[src/rtl/pin_strap_capture.sv]
module pin_strap_capture #(
  parameter int NPIN        = 4,
  parameter int SYNC_STAGES = 2
) (
  input  logic            clk_ref,
  input  logic            por_n,
  input  logic [NPIN-1:0] pad_in,
  output logic [NPIN-1:0] pad_out,
  output logic [NPIN-1:0] pad_oe,
  input  logic [NPIN-1:0] clk_src,
  output logic [NPIN-1:0] strap_cfg
);

  logic [NPIN-1:0] strap_s;
  logic            captured;
  logic            drive_en;

  generate
    if (SYNC_STAGES == 0) begin : g_direct
      assign strap_s = pad_in;
    end else begin : g_sync
      logic [NPIN-1:0] stg [SYNC_STAGES];
      always_ff @(posedge clk_ref) begin
        stg[0] <= pad_in;
        for (int k = 1; k < SYNC_STAGES; k++) stg[k] <= stg[k-1];
      end
      assign strap_s = stg[SYNC_STAGES-1];
    end
  endgenerate

  // capture once per reset, enable drivers one clock later
  always_ff @(posedge clk_ref or negedge por_n) begin
    if (!por_n) begin
      captured  <= 1'b0;
      strap_cfg <= '0;
      drive_en  <= 1'b0;
    end else begin
      if (!captured) begin
        strap_cfg <= strap_s;
        captured  <= 1'b1;
      end
      drive_en <= captured;
    end
  end

  assign pad_oe  = {NPIN{drive_en}};
  assign pad_out = clk_src & pad_oe;

endmodule

[config.mk]
export PLATFORM = sky130hd
export DESIGN_NAME = pin_strap_capture
export DESIGN_NICKNAME = d
export VERILOG_FILES = /design/src/rtl/pin_strap_capture.sv
export SDC_FILE = /design/constraint.sdc
export NUM_CORES = 1
export LEC_CHECK = 0
export ABC_AREA = 1
export BUFFER_PORTS_ARGS = -buffer_cell sky130_fd_sc_hd__buf_2
export CAP_MARGIN = 10
export CORE_AREA = 8 8 45 47
export CTS_CLUSTER_DIAMETER = 100
export DETAILED_ROUTE_END_ITERATION = 6
export DIE_AREA = 0 0 53 55
export PLACE_DENSITY_LB_ADDON = 0.2
export SLEW_MARGIN = 20
export SYNTH_ARGS = -nofsm -noshare
export SYNTH_HDL_FRONTEND = slang
export SYNTH_SLANG_ARGS = --single-unit
[constraint.sdc]
create_clock -name clk_ref -period 1.4 [get_ports clk_ref]
set_input_delay 0.14 -clock clk_ref [delete_from_list [all_inputs] [get_ports clk_ref]]
set_output_delay 0.14 -clock clk_ref [all_outputs]
set_load 0.01 [all_outputs]
==> metrics.txt, run 1 <==
status finished clean; Final Hold Violating Endpoints 0; die height 55 um; area of the mapped netlist 423 um2; synthesized netlist cell count 40; CP cell instances nand2_1, inv_1, buf_2; final setup skew 0.00238 ns; HP Class in2async; share of cells above drive strength 1 39.4%; first-pass GRT wire length 1.15 mm; Reg2Reg Setup Slack 0.68 ns; CTS tree built; setup slack after layout 0.284 ns; worst vdd ir 0.000662 V; LEAKAGE 0.351 nW; CTS Hold Bufs 5; DRT iter0 DRCs 9; initial antenna violation count 0; WP data arrival 0.98 ns; min Tclk post-route 1.12 ns; Distinct cells, synth 7; Port Buffers 21; critical path's largest stage delay 0.44 ns; initial core utilization 30.6%; TNS Setup 0 ns; CP top delay family flip-flops; Levels on crit path 3; Site Rows 14; Final Slew Violations 0; Num CTS Buffers 3; placed insts 73; Root Buffer clkbuf_4; RSZ-0062 raised after global routing false; Pwr Total 0.797 mW; crit-path max FO 8; Reg2Reg Depth 3; critical path capture point type output port; fin util 43.7%; number of diodes 0; WP data required 1.26 ns; yosys warns 0; Layout Cells excl Fill 82; total number of vias 309; Clock Path Buffers 2; Total Wirelength 794 um; Clock Latency Late Sink 0.27 ns; Final Net Count 77; core area 1380 um2; clk slew on worst S/H paths 0.08 ns; Tcrit/Tclk final 79.7%; Max Clock Freq 896 MHz; Synth Area per Inst 10.6 um2; register bit total from synthesis 14; crit path kind reg2out; gp weighted congestion 0.757; largest net degree at the start of global routing 9; Setup Viol. Count Final 0; drt wl/cell 9.68 um; Max-Cap Viols 0; Sink Count 14; most frequent cells in the layout buf_2, nand2_1, dfxtp_1, dfrtp_1, dlygate4sd3_1; drt via density 3.77; vias in the first global route 275; most common cell after layout, fill and taps aside buf_2; Die Wd 53 um; # fillers 140; number of setup buffers added after CTS 0; area of the die 2920 um2; Final ANT Viol Nets 0; Setup WS pre-CTS 0.583 ns; # IOs 22; TritonRoute pass-1 iters 4; pwr/cell area 1320 nW/um2; Critical Path Start Type flip-flop; sequential-to-total area share from yosys stat 73.4%; Total GRT Usage 5.62%; Slowest cell on crit path dfrtp_1; Syn Nets 50; CTS resizes 0; GRT overflow 0; CP Buf/Inv Count 2; # DRC 0; area grow syn2layout 42.9%; number of H-tree levels 1
==> path summary, 6_finish.rpt <==
| kind | from | endpoint |
|---|---|---|
| setup / recovery | drive_en | pad_out[0] |
| hold / removal | por_n | strap_cfg[1] |
| setup reg to reg | captured | strap_cfg[1] |
| hold reg to reg | g_sync.stg[0][1] | g_sync.stg[1][1] |
| max in group asynchronous | por_n | strap_cfg[3] |
| min in group clk_ref | g_sync.stg[0][1] | g_sync.stg[1][1] |
==> cell usage after synthesis (all sizes together) <==
library cell / instances / area, um2
nand2: 16 / 60.1
dfxtp: 8 / 160
dfrtp: 6 / 150
inv: 5 / 18.8
buf: 4 / 30.0
conb: 1 / 3.75
==> per-layer routing <==
layer / global-route usage (%) / wire length (um) / vias up
met1: 5.28 / 323 / 126
li1: - / - / 162
met2: 7.42 / 299 / 19
met4: 5.17 / 6 / 0
met3: 4.81 / 164 / 2
met5: 0 / 0 / -
==> state kept, by name, summed over array words and instances (netlist names) <==
register,flops
captured,1
g_sync.stg,8
drive_en,1
strap_cfg,4
==> cells by family (layout without fill, tap and decap cells) <==
group         count (synthesis)  in the layout  share of synthesized area (%)
buf+inv                       9             35                           11.5
flops                        14             14                           73.4
other cells                   1              1                          0.887
simple gates                 16             16                           14.2
==> power breakdown <==
group          total [mW]  internal (mW)  switching [mW]
registers           0.438          0.426          0.0124
clock network       0.283          0.158           0.125
logic              0.0761         0.0392          0.0369
total               0.797          0.623           0.174
==> worst register-to-register path: cells and delay by family, from the launching register on <==
kind | cells | cell delay [ns]
DFF | 1 | 0.44
and+or+nand+nor | 2 | 0.10
buffers and inverters | 1 | 0.07
==> final cells by class <==
| class | instances | area, um2 | share of cell area [%] |
|---|---|---|---|
| flip-flops and latches | 14 | 310 | 51.3 |
| inverters | 5 | 18.8 | 3.11 |
| clock buffers | 4 | 36.3 | 6.00 |
| multi-input cells | 17 | 63.8 | 10.6 |
| repair buffers | 26 | 155 | 25.7 |
| well taps | 16 | 20.0 | 3.31 |
==> stage by stage <==
stage / cell area [um2] / hold WS, ns
detailed placement: 518 / -0.0296
CTS: 604 / 0.200
global placement: 518 / -0.0319
finish: 604 / 0.206
floorplan: 423 / -0.156
global route: 604 / 0.221
No activity file was read; power rests on OpenSTA's default activity.
==> run 2: changes to the inputs <==
Clock period 1.4 ns to 1.05 ns, I/O delays scaled along.
==> metrics.txt, run 2 (synthesis gave the netlist of run 1 again) <==
Max Clock Freq 938 MHz; number of H-tree levels 1 (unchanged); area of the die 2920 um2 (unchanged); flip-flop and latch area 312 um2 (+0.40%); TritonRoute pass-1 iters 4 (unchanged); Tcrit/Tclk final 102%; Final Net Count 77 (unchanged); core area 1380 um2 (unchanged); max reg flops 8 (unchanged); Port Buffers 21 (unchanged); CP top delay family flip-flops; Final Hold Violating Endpoints 0 (unchanged); placed insts 73 (unchanged); reg-to-reg endpoint strap_cfg[1]; critical path capture point type output port; Critical Path Start Type flip-flop; vias in the first global route 273 (-0.73%); area grow syn2layout 46.7%; CP Buf/Inv Count 2 (unchanged); GRT overflow 0 (unchanged); Worst R2R Start captured; most common cell after layout, fill and taps aside buf_2; Num CTS Buffers 3 (unchanged); share of cells above drive strength 1 42.4% (+3.0 points); Root Buffer clkbuf_4; Site Rows 14 (unchanged); Clock Path Buffers 2 (unchanged); P_int 0.836 mW (+34%); status finished with violations; Clock Latency Late Sink 0.27 ns (about the same); critical path's largest stage delay 0.45 ns (about the same); Layout Cells excl Fill 82 (unchanged); initial antenna violation count 0 (unchanged); critical path launch point drive_en; gp weighted congestion 0.757 (unchanged); worst vdd ir 0.000882 V (+33%); CTS tree built; Combinational Power Share 10.1% (+0.6 points); area of the multi-input gates 66.3 um2 (+3.9%); Final ANT Viol Nets 0 (unchanged); setup slack after layout -0.0158 ns (-0.300 ns); RSZ-0062 raised after global routing true; WP data arrival 0.96 ns (-0.02 ns); first-pass GRT wire length 1.15 mm (unchanged); NetSw 0.234 mW (+34%); WP data required 0.94 ns (-0.32 ns); number of diodes 0 (unchanged); most frequent cells in the layout buf_2, nand2_1, dfxtp_1, dfrtp_1, dlygate4sd3_1; Reg2Reg Depth 3 (unchanged); Setup Viol. Count Final 4 (+4); total number of vias 310 (+0.32%); Clk network pwr share 35.3% (-0.2 points); LEAKAGE 0.353 nW (+0.58%); clk slew on worst S/H paths 0.08 ns (about the same); final setup skew 0.00238 ns (-0.00000211 ns); min Tclk post-route 1.07 ns; pwr/cell area 1720 nW/um2 (+31%); # DRC 0 (unchanged); # IOs 22 (unchanged); Top Registers g_sync.stg (8), strap_cfg (4); Flop pwr share 54.7% (-0.3 points); sw frac 21.9% (+0.028 points); Reg2Reg Setup Slack 0.33 ns (-0.35 ns); failing checks setup timing; die height 55 um (unchanged); Final Slew Violations 0 (unchanged); crit-path max FO 8 (unchanged); crit path kind reg2out; Total Wirelength 804 um (+1.3%); Pwr Total 1.07 mW (+34%); Sink Count 14 (unchanged); Slowest cell on crit path dfrtp_2; drt via density 3.78 (+0.32%); fin util 44.8% (+1.2 points); largest net degree at the start of global routing 9 (unchanged); Total GRT Usage 5.62% (unchanged); Die Wd 53 um (unchanged); drt wl/cell 9.80 um (+1.3%); initial core utilization 30.6% (unchanged); DRT iter0 DRCs 9 (unchanged); CP cell instances nand2_1, inv_1, buf_2; Max-Cap Viols 0 (unchanged); largest reg by FF count g_sync.stg; # fillers 139 (-0.71%); HP Class in2async
## run 2: area by class of cell
cell class / instances / area share [%]
clock buffer: 4 / 5.85
inverter: 5 / 3.02
multi-input combinational: 17 / 10.7
sequential: 14 / 50.2
tap: 16 / 3.23
timing repair buffer: 26 / 27.0
## run 2: how the worst max path moves through the flow
stage	endpoint	slack [ns]	depth (start not counted)
after detailed placement	pad_out[0]	0.27	3
after global placement	pad_out[0]	0.30	3
after floorplan	pad_oe[0]	0.37	1
final	pad_out[3]	-0.02	3
after CTS	pad_out[3]	-0.04	3
after global routing	pad_out[3]	-0.08	3
## run 2: power groups by stage
stage / logic (mW) / registers (mW) / clock network [mW]
floorplan: 0.0395 / 0.601 / 0
global placement: 0.0880 / 0.595 / 0
detailed placement: 0.0891 / 0.597 / 0
CTS: 0.103 / 0.585 / 0.389
global route: 0.121 / 0.590 / 0.408
finish: 0.108 / 0.585 / 0.377
## run 2: metrics by stage
step | cell area [um2] | hold WS, ns | TNS (ns) | setup WS (ns)
6_report | 621 | 0.171 | -0.0268 | -0.0158
5_1_grt | 621 | 0.186 | -0.285 | -0.0797
4_1_cts | 604 | 0.165 | -0.125 | -0.0365
3_5_place_dp | 518 | -0.0646 | 0 | 0.268
3_3_place_gp | 518 | -0.0669 | 0 | 0.295
2_1_floorplan | 423 | -0.191 | 0 | 0.371
## run 2: metal layers
| metal | GRT usage (%) | wire, um | vias to the layer above |
|---|---|---|---|
| li1 | - | - | 162 |
| met1 | 5.28 | 334 | 127 |
| met2 | 7.42 | 309 | 19 |
| met3 | 4.81 | 153 | 2 |
| met4 | 5.17 | 6 | 0 |
| met5 | 0 | 0 | - |
## run 2: worst reg2reg max path, delay by kind of cell (launching register included)
kind                   cells  cell delay [ns]
flip-flops                 1             0.44
buffers and inverters      1             0.07
AND/OR/NAND/NOR            2             0.10
## run 2: repair_timing
action                                 in CTS  in global routing
endpoints found under the hold margin      10                  0
setup endpoints to repair                   4                  8
hold buffers                                5                  0
gates resized for setup                     0                  4
pin swaps                                   1                  0
buffers inserted                            0                  0
